<file path="src/rtl/tmr_regif_pkg.sv">
package tmr_regif_pkg;

    localparam int BYTE_W   = 8;
    localparam int COUNT_W  = 2 * BYTE_W;
    localparam int CHANNELS = 3;

    localparam logic [1:0] CMD_ADDR   = 2'd3;
    localparam logic [1:0] SEL_MULTI  = 2'd3;
    localparam int         MULTI_NOCNT_BIT = 5;
    localparam int         MULTI_NOSTS_BIT = 4;

    typedef enum logic [1:0] {
        ACC_FREEZE = 2'd0,
        ACC_LOW    = 2'd1,
        ACC_HIGH   = 2'd2,
        ACC_PAIR   = 2'd3
    } acc_e;

    typedef struct packed {
        logic [1:0] sel;
        acc_e       acc;
        logic [2:0] mode;
        logic       bcd;
    } cmd_word_t;

    typedef struct packed {
        logic setup;
        logic cnt_cap;
        logic sts_cap;
        logic wr;
        logic rd;
    } chan_cmd_t;

    typedef struct packed {
        acc_e               acc;
        logic [2:0]         mode;
        logic               bcd;
        logic               wr_hi;
        logic               rd_hi;
        logic [BYTE_W-1:0]  hold;
        logic               cap_vld;
        logic               cap_hi;
        logic               cap_two;
        logic [COUNT_W-1:0] cap_val;
        logic               sts_vld;
        logic [BYTE_W-1:0]  sts;
    } chan_state_t;

    function automatic chan_state_t chan_reset();
        chan_state_t s;
        s         = '0;
        s.acc     = ACC_LOW;
        return s;
    endfunction

    function automatic logic [BYTE_W-1:0] lo_byte(input logic [COUNT_W-1:0] v);
        return v[BYTE_W-1:0];
    endfunction

    function automatic logic [BYTE_W-1:0] hi_byte(input logic [COUNT_W-1:0] v);
        return v[COUNT_W-1:BYTE_W];
    endfunction

    function automatic logic [BYTE_W-1:0] make_status(input logic pin, input acc_e acc,
                                                      input logic [2:0] mode, input logic bcd);
        return {pin, 1'b0, acc, mode, bcd};
    endfunction

endpackage

</file>
<file path="src/rtl/tmr_cmd_decode.sv">
module tmr_cmd_decode
    import tmr_regif_pkg::*;
#(
    parameter int NUM_CH = CHANNELS
) (
    input  logic              wr_en,
    input  logic              rd_en,
    input  logic [1:0]        addr,
    input  logic [BYTE_W-1:0] wr_data,
    output cmd_word_t         cw,
    output chan_cmd_t         cmd [NUM_CH]
);

    logic is_cmd;
    logic is_multi;

    assign cw       = cmd_word_t'(wr_data);
    assign is_cmd   = wr_en && (addr == CMD_ADDR);
    assign is_multi = is_cmd && (cw.sel == SEL_MULTI);

    // Multi-channel capture picks channel g with bit g+1; supports up to three channels.
    for (genvar g = 0; g < NUM_CH; g++) begin : g_ch
        logic direct;
        logic picked;
        assign direct = is_cmd && (cw.sel == 2'(g));
        assign picked = is_multi && wr_data[g+1];

        assign cmd[g].setup   = direct && (cw.acc != ACC_FREEZE);
        assign cmd[g].cnt_cap = (direct && (cw.acc == ACC_FREEZE))
                              || (picked && !wr_data[MULTI_NOCNT_BIT]);
        assign cmd[g].sts_cap = picked && !wr_data[MULTI_NOSTS_BIT];
        assign cmd[g].wr      = wr_en && (addr == 2'(g));
        assign cmd[g].rd      = rd_en && (addr == 2'(g));
    end

endmodule

</file>
<file path="src/rtl/tmr_chan_regs.sv">
module tmr_chan_regs
    import tmr_regif_pkg::*;
(
    input  logic               clk,
    input  logic               rst,
    input  chan_cmd_t          cmd,
    input  cmd_word_t          cw,
    input  logic [BYTE_W-1:0]  wr_data,
    input  logic [COUNT_W-1:0] live_count,
    input  logic               out_pin,
    output logic [BYTE_W-1:0]  rd_byte,
    output logic               load_stb,
    output logic [COUNT_W-1:0] load_val
);

    chan_state_t        st_q, st_d;
    logic               ld_d;
    logic [COUNT_W-1:0] ldv_d;

    // Byte presented to the host: status, then frozen count, then live count.
    always_comb begin
        if (st_q.sts_vld) begin
            rd_byte = st_q.sts;
        end else if (st_q.cap_vld) begin
            rd_byte = st_q.cap_hi ? hi_byte(st_q.cap_val) : lo_byte(st_q.cap_val);
        end else begin
            unique case (st_q.acc)
                ACC_HIGH: rd_byte = hi_byte(live_count);
                ACC_PAIR: rd_byte = st_q.rd_hi ? hi_byte(live_count) : lo_byte(live_count);
                default:  rd_byte = lo_byte(live_count);
            endcase
        end
    end

    always_comb begin
        st_d  = st_q;
        ld_d  = 1'b0;
        ldv_d = '0;

        if (cmd.rd) begin
            if (st_q.sts_vld) begin
                st_d.sts_vld = 1'b0;
            end else if (st_q.cap_vld) begin
                if (st_q.cap_two) begin
                    st_d.cap_two = 1'b0;
                    st_d.cap_hi  = 1'b1;
                end else begin
                    st_d.cap_vld = 1'b0;
                end
            end else if (st_q.acc == ACC_PAIR) begin
                st_d.rd_hi = !st_q.rd_hi;
            end
        end

        if (cmd.setup) begin
            st_d.acc   = cw.acc;
            st_d.mode  = cw.mode;
            st_d.bcd   = cw.bcd;
            st_d.wr_hi = 1'b0;
            st_d.rd_hi = 1'b0;
        end

        if (cmd.cnt_cap && !st_q.cap_vld) begin
            st_d.cap_vld = 1'b1;
            st_d.cap_val = live_count;
            st_d.cap_hi  = (st_q.acc == ACC_HIGH);
            st_d.cap_two = (st_q.acc == ACC_PAIR);
        end

        if (cmd.sts_cap && !st_q.sts_vld) begin
            st_d.sts_vld = 1'b1;
            st_d.sts     = make_status(out_pin, st_q.acc, st_q.mode, st_q.bcd);
        end

        if (cmd.wr) begin
            unique case (st_q.acc)
                ACC_HIGH: begin
                    ld_d  = 1'b1;
                    ldv_d = {wr_data, {BYTE_W{1'b0}}};
                end
                ACC_PAIR: begin
                    if (st_q.wr_hi) begin
                        ld_d       = 1'b1;
                        ldv_d      = {wr_data, st_q.hold};
                        st_d.wr_hi = 1'b0;
                    end else begin
                        st_d.hold  = wr_data;
                        st_d.wr_hi = 1'b1;
                    end
                end
                default: begin
                    ld_d  = 1'b1;
                    ldv_d = {{BYTE_W{1'b0}}, wr_data};
                end
            endcase
        end
    end

    always_ff @(posedge clk) begin
        if (rst) begin
            st_q     <= chan_reset();
            load_stb <= 1'b0;
            load_val <= '0;
        end else begin
            st_q     <= st_d;
            load_stb <= ld_d;
            load_val <= ldv_d;
        end
    end

endmodule

</file>
<file path="src/rtl/tmr_regif_top.sv">
module tmr_regif_top
    import tmr_regif_pkg::*;
#(
    parameter int NUM_CH = CHANNELS
) (
    input  logic                      clk,
    input  logic                      rst,
    input  logic [1:0]                addr,
    input  logic                      wr_en,
    input  logic                      rd_en,
    input  logic [BYTE_W-1:0]         wr_data,
    output logic [BYTE_W-1:0]         rd_data,
    input  logic [NUM_CH*COUNT_W-1:0] live_count,
    input  logic [NUM_CH-1:0]         out_state,
    output logic [NUM_CH-1:0]         load_strobe,
    output logic [NUM_CH*COUNT_W-1:0] load_value
);

    cmd_word_t         cw;
    chan_cmd_t         cmd      [NUM_CH];
    logic [BYTE_W-1:0] chan_byte [NUM_CH];

    tmr_cmd_decode #(.NUM_CH(NUM_CH)) u_dec (
        .wr_en   (wr_en),
        .rd_en   (rd_en),
        .addr    (addr),
        .wr_data (wr_data),
        .cw      (cw),
        .cmd     (cmd)
    );

    for (genvar g = 0; g < NUM_CH; g++) begin : g_chan
        tmr_chan_regs u_regs (
            .clk        (clk),
            .rst        (rst),
            .cmd        (cmd[g]),
            .cw         (cw),
            .wr_data    (wr_data),
            .live_count (live_count[g*COUNT_W +: COUNT_W]),
            .out_pin    (out_state[g]),
            .rd_byte    (chan_byte[g]),
            .load_stb   (load_strobe[g]),
            .load_val   (load_value[g*COUNT_W +: COUNT_W])
        );
    end

    always_comb begin
        rd_data = '0;
        if (rd_en && (addr != CMD_ADDR)) begin
            for (int i = 0; i < NUM_CH; i++) begin
                if (addr == 2'(i)) rd_data = chan_byte[i];
            end
        end
    end

endmodule

</file>
<file path="config.mk">
export PLATFORM = sky130hd
export DESIGN_NAME = tmr_regif_top
export DESIGN_NICKNAME = d
export VERILOG_FILES = /design/src/rtl/tmr_regif_pkg.sv /design/src/rtl/tmr_cmd_decode.sv /design/src/rtl/tmr_chan_regs.sv /design/src/rtl/tmr_regif_top.sv
export SDC_FILE = /design/constraint.sdc
export NUM_CORES = 1
export LEC_CHECK = 0
export BUFFER_PORTS_ARGS = -buffer_cell sky130_fd_sc_hd__buf_4
export CORE_ASPECT_RATIO = 0.6
export CORE_MARGIN = 2
export CORE_UTILIZATION = 45
export CTS_CLUSTER_DIAMETER = 60
export CTS_CLUSTER_SIZE = 12
export DETAILED_ROUTE_END_ITERATION = 6
export PLACE_DENSITY = 0.66
export SLEW_MARGIN = 20
export SYNTH_ARGS = -nofsm -noshare
export SYNTH_HDL_FRONTEND = slang
export SYNTH_HIERARCHICAL = 1
export SYNTH_SLANG_ARGS = --single-unit
</file>
<file path="constraint.sdc">
create_clock -name clk -period 5.6 [get_ports clk]
set_input_delay 1.12 -clock clk [delete_from_list [all_inputs] [get_ports clk]]
set_output_delay 1.12 -clock clk [all_outputs]
set_load 0.05 [all_outputs]
</file>
# ---- Yosys cells after proc, flatten, opt, wreduce, memory -nomap -nowiden
# Index checks and enable logic that the tools add are counted.
dict set report classes {
  eq_ne 16
  muxes 79
  n_bitwise 12
  reduce_logical 84
}
# cell count
set op_table {}
lappend op_table {{2-to-1 mux 8 bit} 16}
lappend op_table {{one-hot mux 16 bit (2 select lines)} 3}
lappend op_table {{2-to-1 mux 19 bit} 3}
lappend op_table {{2-to-1 mux 16 bit} 3}
lappend op_table {{one-hot mux 8 bit (2 select lines)} 3}
lappend op_table {{logical AND 1 bit} 33}
lappend op_table {{2-to-1 mux 1 bit} 33}
lappend op_table {{2-to-1 mux 3 bit} 9}
lappend op_table {{2-to-1 mux 9 bit} 3}
lappend op_table {{nonzero test 2 bit} 13}
lappend op_table {{AND reduction 4 bit} 6}
lappend op_table {{== test 2 bit, second input constant} 10}
lappend op_table {{AND reduction 3 bit} 6}
lappend op_table {{2-to-1 mux 2 bit} 6}
lappend op_table {{NOT 1 bit} 12}
lappend op_table {{OR reduction 2 bit} 6}
lappend op_table {{logical NOT 1 bit} 11}
lappend op_table {{inequality test 2 bit, second input constant} 4}
lappend op_table {{logical NOT 2 bit} 3}
lappend op_table {{AND reduction 2 bit} 3}
lappend op_table {{== test 2 x 1 -> 1 bit, second input constant} 2}
lappend op_table {{logical OR 1 bit} 3}
dict set report word_totals {
  ff_bits 180
  input_bits 65
  elab_cells 233
}

# ---- Depth between registers and ports, before layout
# Gate-level depths: netlist of the first run.
dict set report depth {
  word_depth 9
  mapped_depth 8
}

# ---- Cells and area by module
# Netlist of the first run, hierarchy kept.
# mod instances cells_each area_per_inst_um2
set modules_own_cells {}
lappend modules_own_cells {tmr_chan_regs 3 295 2479.9}
lappend modules_own_cells {tmr_regif_top 1 35 270.3}
lappend modules_own_cells {tmr_cmd_decode 1 37 249.0}

# ---- Least setup slack after synthesis of the first run
# Ideal clock, no wire load.
dict set report synth_timing {
  path_type {input-to-output}
  startpoint {input port live_count[20]}
  endpoint {output port rd_data[4]}
  arrival_ns 2.029
  required_time_ns 4.480
  slack_ns 2.451
  cell_stages 6
  path_buffers 0
  cell_sequence {inv_1 > a211o_1 > nand3_1 > mux2i_1 > o21ai_0 > and2_1}
}
# item line_no
set synth_lines {}
lappend synth_lines {{start, declared} tmr_regif_top.sv:13} ;# input logic [NUM_CH*COUNT_W-1:0] live_count,
lappend synth_lines {{end, declared} tmr_regif_top.sv:12} ;# output logic [BYTE_W-1:0] rd_data,

==> results of run 1 <==
-- routing by layer --
metal | vias up | GRT usage, %
met5 | - | 0
met4 | 0 | 4.19
met3 | 16 | 4.86
met2 | 230 | 30.2
met1 | 3171 | 35.2
li1 | 3408 | -
-- worst paths after layout --
| check | start | endpoint | slack [ps] | cells after the start |
|---|---|---|---|---|
| max reg2reg | g_chan[0].u_regs/st_q[43] | g_chan[0].u_regs/load_val[12] | 3450 | 3 |
| min | g_chan[1].u_regs/st_q[19] | g_chan[1].u_regs/st_q[19] | 450 | 2 |
| min reg2reg | g_chan[1].u_regs/st_q[19] | g_chan[1].u_regs/st_q[19] | 450 | 2 |
| max | g_chan[1].u_regs/st_q[42] | rd_data[4] | 1720 | 7 |
-- where the power goes --
group / total [mW] / internal [mW] / switching (mW)
Combinational: 0.197 / 0.0741 / 0.123
Clock: 1.27 / 0.634 / 0.635
Sequential: 1.29 / 1.29 / 0.00709
-- cell usage in the layout (no fill, tap or decap), types with 17 or more instances in the layout --
| cell | count |
|---|---|
| sky130_fd_sc_hd__mux2i_1 | 26 |
| sky130_fd_sc_hd__a22oi_1 | 45 |
| sky130_fd_sc_hd__dfxtp_1 | 180 |
| sky130_fd_sc_hd__inv_1 | 35 |
| sky130_fd_sc_hd__and2_1 | 32 |
| sky130_fd_sc_hd__a211o_1 | 27 |
| sky130_fd_sc_hd__nand4_1 | 21 |
| sky130_fd_sc_hd__clkbuf_16 | 17 |
| sky130_fd_sc_hd__buf_4 | 130 |
| sky130_fd_sc_hd__mux2_2 | 21 |
| sky130_fd_sc_hd__nand2_1 | 197 |
| sky130_fd_sc_hd__nand3_1 | 32 |
| sky130_fd_sc_hd__nor2_1 | 45 |
| sky130_fd_sc_hd__a21oi_1 | 102 |
-- cell type report --
cell class,instances,share of cell area (%)
inverter,35,1.39
tap,234,3.11
clock inverter,15,2.32
clock buffer,17,4.51
sequential,180,38.2
timing repair buffer,130,10.4
multi-input combinational,656,40.1
-- metrics by stage --
step	setup slack [ps]	hold slack, ps	util [%]
floorplan	2450	431	-
global placement	2010	438	51.0
detailed placement	2080	444	51.0
CTS	1770	450	54.7
global route	1480	469	54.7
finish	1720	453	54.7
-- worst min-delay path, stage by stage, from the launching register on --
cell	delay [ps]
sky130_fd_sc_hd__dfxtp_1	310
sky130_fd_sc_hd__nand2_1	50
sky130_fd_sc_hd__a21oi_1	50
-- state kept, by name, indices dropped and copies added, names as in the netlist --
register,cells
g_chan.u_regs/load_stb,3
g_chan.u_regs/load_val,48
g_chan.u_regs/st_q,129
==> flow_summary_export.csv, run 1 <==
group,metric,value,unit
power,worst_ir_drop_vdd,172,µV
floorplan,die_height,107,µm
placement,dpl.cell_count,1235,
floorplan,placeable_area,0.0172,mm²
outcome,outcome,"finished clean",
power,p_leak,3.64,nW
synthesis,post_synth_inst_count,955,
cells_and_area,final_instance_area,0.00942,mm²
sta,finalCriticalPeriod,3880,ps
cells_and_area,finalNetCount,1085,
synthesis,synthesis.area_per_instance,8.32,µm²
placement,portBuffers,123,
cells_and_area,register_area,0.00360,mm²
cells_and_area,multi_input_combinational_cell_area,0.00377,mm²
run,max-cap-violations,0,
drt,detail_route.wl_per_cell,16.4,µm
sta,timing.slew.headroom,38.6,%
critical_path,critical_path.max_fanout,16,
synthesis,synth.yosys.warnings,6,
drt,met3_length,1360,µm
clocking,numClockSinks,180,
critical_path,end_kind,"output port",
drt,vias,6825,
clocking,post_cts_setup_buffers,0,
drt,drt-pass1-iter-count,6,
sta,max_freq,258,MHz
placement,placedInstanceArea,0.00878,mm²
global_routing,grt_overflow,0,
floorplan,boundaryPins,124,
drt,postRouteAntennaNets,0,
sta,number_of_hold_violations_in_the_final_report,0,
clocking,cts-hold-fix-buffers,0,
clocking,cts_inserted_buffers,17,
clocking,cts.path.max_buffers,2,
global_routing,grt_pass1_wl,32800,µm
sta,final.setup_skew,17.2,ps
clocking,cts_tree,"yes",
drt,vias_per_cell,5.39,
global_routing,track_usage,22.1,%
hold_path,path_category_of_the_worst_min_delay_check,"flop to flop",
floorplan,placement_rows,37,
synthesis,synthesis.nets,1020,
critical_path,crit_chain,"nand2b_1 -> a211o_1 -> nand3_1 -> mux2i_1 -> o21ai_0 -> and2_1 -> buf_4",
drt,dr.max_layer_used,"met4",
critical_path,buffers_plus_inverters_on_the_worst_setup_path,1,
synthesis,mappedNetlistArea,0.00794,mm²
clocking,cell_at_the_root_of_the_clock_tree,"sky130_fd_sc_hd__clkbuf_16",
placement,dpl.hpwl,14100,µm
sta,final_min_period_over_clock_period,69.3,%
global_routing,grt_antenna_before_repair,0,
sta,setup_viol_count_final,0,
drt,met1_routed_wirelength_after_detailed_routing,10900,µm
floorplan,initial_utilization,46.1,%
cells_and_area,nFillCells,1664,
sta,final_max_slew_viol_count,0,
sta,rsz0062_at_grt,"no",
clocking,clock_latency,430,ps
critical_path,critical-path-slowest-cell,"sky130_fd_sc_hd__dfxtp_1",
cells_and_area,post_layout_nonfiller_instances,1267,
power,power_density,293,mW/mm²
global_routing,vias_in_the_first_global_route,5893,
placement,place.gp.congestion,0.824,
sta,tightest_slew,921,ps
power,report.power.total,2.76,mW
cells_and_area,fraction_of_layout_instances_using_a_drive_strength_above_1,18.5,%
critical_path,critical_path_arrival,2760,ps
sta,finalSetupTns,0,ps
clocking,htree_num_levels,4,
cells_and_area,area.growth.synth_to_final,18.6,%
critical_path,critPathTopFamily,"simple AND/OR/NAND/NOR gates",
clocking,clkSlewWorstSetupHoldPaths,70,ps
clocking,cts_resized,0,
global_routing,largest_net_degree_at_the_start_of_global_routing,86,
critical_path,crit_path_max_incr_delay,550,ps
drt,drt-total-wl,20800,µm
floorplan,die_area,0.0188,mm²
drt,met2_length,8350,µm
cells_and_area,diodes,0,
floorplan,chipWidth,176,µm
drt,drt_drc_violations_left,0,
critical_path,worstSetupPathType,"flop to output port",
critical_path,cp-start-kind,"flop",
critical_path,required_worst_endpoint,4480,ps
drt,first_iter_violations,632,
No activity file was read; power rests on OpenSTA's default activity.
==> inputs of run 2 (changes only) <==
--- a/config.mk
+++ b/config.mk
@@ -5,6 +5,7 @@
 export SDC_FILE = /design/constraint.sdc
 export NUM_CORES = 1
 export LEC_CHECK = 0
+export ABC_AREA = 1
 export BUFFER_PORTS_ARGS = -buffer_cell sky130_fd_sc_hd__buf_4
 export CORE_ASPECT_RATIO = 0.6
 export CORE_MARGIN = 2
@@ -12,7 +13,7 @@
 export CTS_CLUSTER_DIAMETER = 60
 export CTS_CLUSTER_SIZE = 12
 export DETAILED_ROUTE_END_ITERATION = 6
-export PLACE_DENSITY = 0.66
+export PLACE_DENSITY = 0.65
 export SLEW_MARGIN = 20
 export SYNTH_ARGS = -nofsm -noshare
 export SYNTH_HDL_FRONTEND = slang
==> constraint.sdc (replaced) <==
create_clock -name clk -period 4 [get_ports clk]
set_input_delay 0.8 -clock clk [delete_from_list [all_inputs] [get_ports clk]]
set_output_delay 0.8 -clock clk [all_outputs]
set_load 0.05 [all_outputs]
==> run 2 against run 1 <==
Flip-flop and latch count unchanged. Cell count grew 26%. Utilization hardly changed. Clock-buffer cell count grew 1. Clock power rose by 37%. Non-clock buffer count is 4 lower. Register-to-register slack got worse by 860 ps. Critical path type unchanged. Largest power group unchanged. Highest routed layer unchanged.
==> flow_summary_export.csv, run 2 <==
group,metric,value,unit
drt,drt-total-wl,23400,µm
clocking,post_cts_setup_buffers,0,
placement,dpl.hpwl,16300,µm
hold_path,path_category_of_the_worst_min_delay_check,"flop to flop",
global_routing,grt_overflow,0,
placement,dpl.cell_count,1561,
synthesis,synthesis.area_per_instance,6.77,µm²
power,worst_ir_drop_vdd,302,µV
floorplan,placeable_area,0.0182,mm²
floorplan,placement_rows,38,
cells_and_area,most-common-layout-cells,"sky130_fd_sc_hd__nand2_1 (273), sky130_fd_sc_hd__inv_1 (190), sky130_fd_sc_hd__dfxtp_1 (180), sky130_fd_sc_hd__nor2_1 (152), sky130_fd_sc_hd__nand3_1 (128)",
placement,portBuffers,123,
drt,drt_drc_violations_left,0,
drt,detail_route.wl_per_cell,14.7,µm
clocking,htree_num_levels,4,
cells_and_area,fraction_of_layout_instances_using_a_drive_strength_above_1,14.8,%
clocking,clkSlewWorstSetupHoldPaths,80,ps
sta,rsz0062_at_grt,"no",
critical_path,critical-path-slowest-cell,"sky130_fd_sc_hd__dfxtp_1",
sta,max_freq,330,MHz
global_routing,largest_net_degree_at_the_start_of_global_routing,40,
placement,placedInstanceArea,0.00931,mm²
floorplan,die_height,110,µm
cells_and_area,largest-register,"g_chan.u_regs/st_q",
critical_path,critical_path_arrival,2230,ps
clocking,cts_resized,0,
sta,final.setup_skew,9.10,ps
global_routing,grt_pass1_wl,37100,µm
sta,finalCriticalPeriod,3030,ps
floorplan,die_area,0.0197,mm²
placement,dp_slack,1320,ps
global_routing,track_usage,23.8,%
outcome,outcome,"finished clean",
critical_path,critical_path.max_fanout,14,
critical_path,crit_chain,"nor2_2 -> nand3_1 -> nand2_1 -> nand2_1 -> nand3_1 -> nand2_1 -> inv_1 -> buf_4",
drt,drt-pass1-iter-count,6,
sta,setup_viol_count_final,0,
synthesis,synth.yosys.warnings,6,
clocking,clock_latency,440,ps
power,power_density,389,mW/mm²
synthesis,post_synth_inst_count,1237,
cells_and_area,post_layout_nonfiller_instances,1593,
critical_path,required_worst_endpoint,3200,ps
floorplan,boundaryPins,124,
power,p_leak,4.75,nW
sta,number_of_hold_violations_in_the_final_report,0,
clocking,cts_tree,"yes",
critical_path,worstSetupPathDepth,8,
floorplan,initial_utilization,46.1,%
clocking,numClockSinks,180,
critical_path,critPathTopFamily,"simple AND/OR/NAND/NOR gates",
cells_and_area,largest_register_ffs,129,
global_routing,vias_in_the_first_global_route,7131,
sta,hold-worst-slack,455,ps
sta,timing.slew.headroom,24.9,%
drt,postRouteAntennaNets,0,
cells_and_area,area.growth.synth_to_final,18.7,%
critical_path,worst_path_most_repeated_cell,"sky130_fd_sc_hd__nand2_1",
hold_path,whs_path_depth,2,
critical_path,crit_path_max_incr_delay,490,ps
sta,final_min_period_over_clock_period,75.7,%
global_routing,grt_antenna_before_repair,0,
sta,final_max_slew_viol_count,0,
sta,tightest_slew,1130,ps
synthesis,synthesis.nets,1302,
drt,vias,8006,
sta,finalSetupTns,0,ps
drt,first_iter_violations,778,
clocking,cts-hold-fix-buffers,0,
critical_path,end_kind,"output port",
drt,vias_per_cell,5.03,
cells_and_area,final_instance_area,0.00993,mm²
cells_and_area,diodes,0,
critical_path,worstSetupPathType,"flop to output port",
clocking,cts_inserted_buffers,17,
critical_path,buffers_plus_inverters_on_the_worst_setup_path,2,
synthesis,mappedNetlistArea,0.00837,mm²
cells_and_area,mostFrequentLayoutCell,"sky130_fd_sc_hd__nand2_1",
cells_and_area,finalNetCount,1405,
clocking,cts.path.max_buffers,2,
power,report.power.total,3.87,mW
critical_path,cp-start-kind,"flop",
clocking,cell_at_the_root_of_the_clock_tree,"sky130_fd_sc_hd__clkbuf_16",
floorplan,chipWidth,180,µm
cells_and_area,biggestRegsByFlops,"g_chan.u_regs/st_q: 129 flops, g_chan.u_regs/load_val: 48 flops, g_chan.u_regs/load_stb: 3 flops",
run,max-cap-violations,0,
placement,place.gp.congestion,0.918,
sta,timing.final.ws_setup,971,ps
critical_path,ff2ff_path_depth,4,
cells_and_area,finish.utilization,54.7,%
run 2: worst min-delay path, stage by stage, from the launching register on:
cell	delay (ps)
sky130_fd_sc_hd__dfxtp_1	300
sky130_fd_sc_hd__inv_1	60
sky130_fd_sc_hd__a21oi_1	50
run 2: metal layers:
layer,share of wire [%],GRT usage [%]
met1,52,36.9
met2,39,33.0
met3,8.0,5.47
met4,0.85,5.53
met5,0,0
run 2: cell type report:
type / count / area, µm²
Tap cell: 240 / 300
Timing Repair Buffer: 126 / 946
Sequential cell: 180 / 3600
Multi-Input combinational cell: 809 / 3690
Clock inverter: 14 / 184
Inverter: 206 / 773
Fill cell: 1802 / 8230
Clock buffer: 18 / 439
run 2: power by group:
group	internal, mW	total [mW]	leakage (nW)	switching, mW
Combinational	0.104	0.311	3.00	0.207
Sequential	1.81	1.82	1.45	0.00989
Clock	0.920	1.74	0.304	0.816
Total	2.83	3.87	4.75	1.03
run 2: path summary, 6_finish.rpt:
| check | from | endpoint | slack [ps] |
|---|---|---|---|
| hold / removal | g_chan[2].u_regs/st_q[13] | g_chan[2].u_regs/st_q[13] | 450 |
| setup reg to reg | g_chan[1].u_regs/st_q[27] | g_chan[1].u_regs/st_q[24] | 2590 |
| setup / recovery | g_chan[0].u_regs/st_q[8] | rd_data[6] | 970 |
| hold reg to reg | g_chan[2].u_regs/st_q[13] | g_chan[2].u_regs/st_q[13] | 450 |
==> inputs of run 3 (changes only) <==
==> constraint.sdc (replaced) <==
create_clock -name clk -period 2.9 [get_ports clk]
set_input_delay 0.58 -clock clk [delete_from_list [all_inputs] [get_ports clk]]
set_output_delay 0.58 -clock clk [all_outputs]
set_load 0.05 [all_outputs]
==> run 3 against run 2 <==
Power increased by 38%. Via count increased by 0.44%. Worst setup slack got worse by 780 ps. Clock skew increased by 10 ps. Final area increased by 0.40%. Largest power group unchanged.
==> flow_summary_export.csv, run 3 (synthesized netlist as in run 2, its figures left out) <==
group,metric,value,unit
cells_and_area,biggestRegsByFlops,"g_chan.u_regs/st_q: 129 flops, g_chan.u_regs/load_val: 48 flops, g_chan.u_regs/load_stb: 3 flops",
floorplan,die_height,110,µm
critical_path,worstSetupPathDepth,9,
critical_path,critical_path.max_fanout,14,
global_routing,grt_overflow,0,
power,power_density,534,mW/mm²
critical_path,worst-r2r-setup-slack,1490,ps
drt,vias,8041,
global_routing,use_met3,5.60,%
floorplan,chipWidth,180,µm
drt,detail_route.wl_per_cell,14.9,µm
floorplan,die_area,0.0197,mm²
cells_and_area,area.growth.synth_to_final,19.2,%
sta,finalSetupTns,0,ps
critical_path,setup.worst_path.start,"g_chan[1].u_regs/st_q[8]",
critical_path,worstSetupPathType,"flop to output port",
global_routing,grtUsageMet2,33.6,%
drt,postRouteAntennaNets,0,
floorplan,boundaryPins,124,
clocking,htree_num_levels,4,
sta,tightest_slew,885,ps
sta,final_min_period_over_clock_period,93.5,%
critical_path,critical_path_arrival,2130,ps
placement,dpl.cell_count,1566,
cells_and_area,mostFrequentLayoutCell,"sky130_fd_sc_hd__nand2_1",
drt,first_iter_violations,766,
sta,final.setup_skew,19.4,ps
global_routing,grt_antenna_before_repair,0,
global_routing,groute.layer.met1.usage,38.8,%
clocking,cts-hold-fix-buffers,0,
global_routing,vias_in_the_first_global_route,7250,
cells_and_area,largest-register,"g_chan.u_regs/st_q",
floorplan,initial_utilization,46.1,%
floorplan,placement_rows,38,
critical_path,regToRegStartpoint,"g_chan[1].u_regs/st_q[43]",
clocking,cts.path.max_buffers,2,
clocking,post_cts_setup_buffers,0,
critical_path,end_kind,"output port",
critical_path,critPathTopFamily,"flip-flops",
clocking,numClockSinks,180,
critical_path,required_worst_endpoint,2320,ps
sta,rsz0062_at_grt,"no",
placement,portBuffers,123,
sta,finalCriticalPeriod,2710,ps
global_routing,largest_net_degree_at_the_start_of_global_routing,40,
drt,vias_per_cell,5.04,
placement,place.gp.congestion,0.894,
sta,final_max_slew_viol_count,0,
critical_path,crit_chain,"nand2_1 -> nand2_1 -> inv_1 -> nand2_1 -> nand3_1 -> nand3_1 -> nand2_1 -> inv_1 -> buf_4",
hold_path,min_delay_startpoint,"out_state[0]",
drt,drt_drc_violations_left,0,
power,p_leak,4.78,nW
clocking,cts_tree,"yes",
cells_and_area,fraction_of_layout_instances_using_a_drive_strength_above_1,15.2,%
critical_path,critical-path-slowest-cell,"sky130_fd_sc_hd__dfxtp_1",
hold_path,whs_path_depth,3,
floorplan,placeable_area,0.0182,mm²
sta,timing.slew.headroom,40.9,%
critical_path,buffers_plus_inverters_on_the_worst_setup_path,3,
critical_path,worst_path_most_repeated_cell,"sky130_fd_sc_hd__nand2_1",
critical_path,ff2ff_path_depth,5,
cells_and_area,largest_register_ffs,129,
global_routing,grt_busiest_layer,"met1",
placement,dpl.hpwl,16900,µm
hold_path,path_category_of_the_worst_min_delay_check,"input port to flop",
global_routing,grt_pass1_wl,38600,µm
power,worst_ir_drop_vdd,390,µV
cells_and_area,finalNetCount,1410,
sta,setup_viol_count_final,0,
cells_and_area,post_layout_nonfiller_instances,1597,
drt,drt-pass1-iter-count,5,
critical_path,cp-start-kind,"flop",
cells_and_area,most-common-layout-cells,"sky130_fd_sc_hd__nand2_1 (272), sky130_fd_sc_hd__inv_1 (191), sky130_fd_sc_hd__dfxtp_1 (179), sky130_fd_sc_hd__nor2_1 (152), sky130_fd_sc_hd__buf_4 (131)",
clocking,cts_inserted_buffers,17,
sta,max_freq,369,MHz
clocking,clkSlewWorstSetupHoldPaths,70,ps
cells_and_area,diodes,0,
outcome,outcome,"finished clean",
clocking,cts_resized,0,
clocking,clock_latency,440,ps
drt,drt-total-wl,23800,µm
critical_path,crit_path_max_incr_delay,750,ps
clocking,cell_at_the_root_of_the_clock_tree,"sky130_fd_sc_hd__clkbuf_16",
run,max-cap-violations,0,
sta,number_of_hold_violations_in_the_final_report,0,
global_routing,track_usage,24.8,%
==> run 3: worst paths after layout <==
| kind | to |
|---|---|
| worst max-delay path | rd_data[3] |
| worst max register to register | g_chan[1].u_regs/load_val[4] |
| worst min register to register | g_chan[0].u_regs/st_q[21] |
| worst min-delay path | g_chan[0].u_regs/st_q[7] |
==> run 3: power by group <==
part           leakage (nW)  internal [mW]  switching, mW  total (mW)
Combinational          3.03          0.145          0.290       0.434
Sequential             1.45           2.50         0.0148        2.51
Clock                 0.299           1.25           1.14        2.38
Total                  4.78           3.89           1.44        5.33
==> run 3: layout make-up <==
| type | count | area (µm²) |
|---|---|---|
| fill | 1794 | 8190 |
| clock buffer | 17 | 425 |
| tap | 240 | 300 |
| inverter | 206 | 773 |
| clock inverter | 14 | 186 |
| sequential | 180 | 3600 |
| multi-input combinational | 809 | 3700 |
| timing repair buffer | 131 | 983 |
==> run 3: per-stage QoR <==
step / setup slack, ps / total power, mW / instance area (µm²) / util, % / hold WS [ps]
after floorplan: 948 / 2.82 / 8370 / - / 429
after global placement: 622 / 2.99 / 9350 / 51.5 / 443
after CTS: 150 / 5.36 / 9960 / 54.8 / 364
after detailed placement: 618 / 2.99 / 9350 / 51.5 / 447
after global routing: 10.3 / 5.52 / 9970 / 54.9 / 368
final: 189 / 5.33 / 9970 / 54.9 / 370
==> run 3: routing by layer <==
layer	up-vias	share of wire, %
met4	0	1.1
met5	-	0
met3	20	8.0
met2	306	38
li1	4079	-
met1	3636	53
==> run 3: tightest hold or removal path, stage by stage <==
cell                     delay [ps]
sky130_fd_sc_hd__buf_4           80
sky130_fd_sc_hd__nor2_1          30
sky130_fd_sc_hd__nor2_1          80
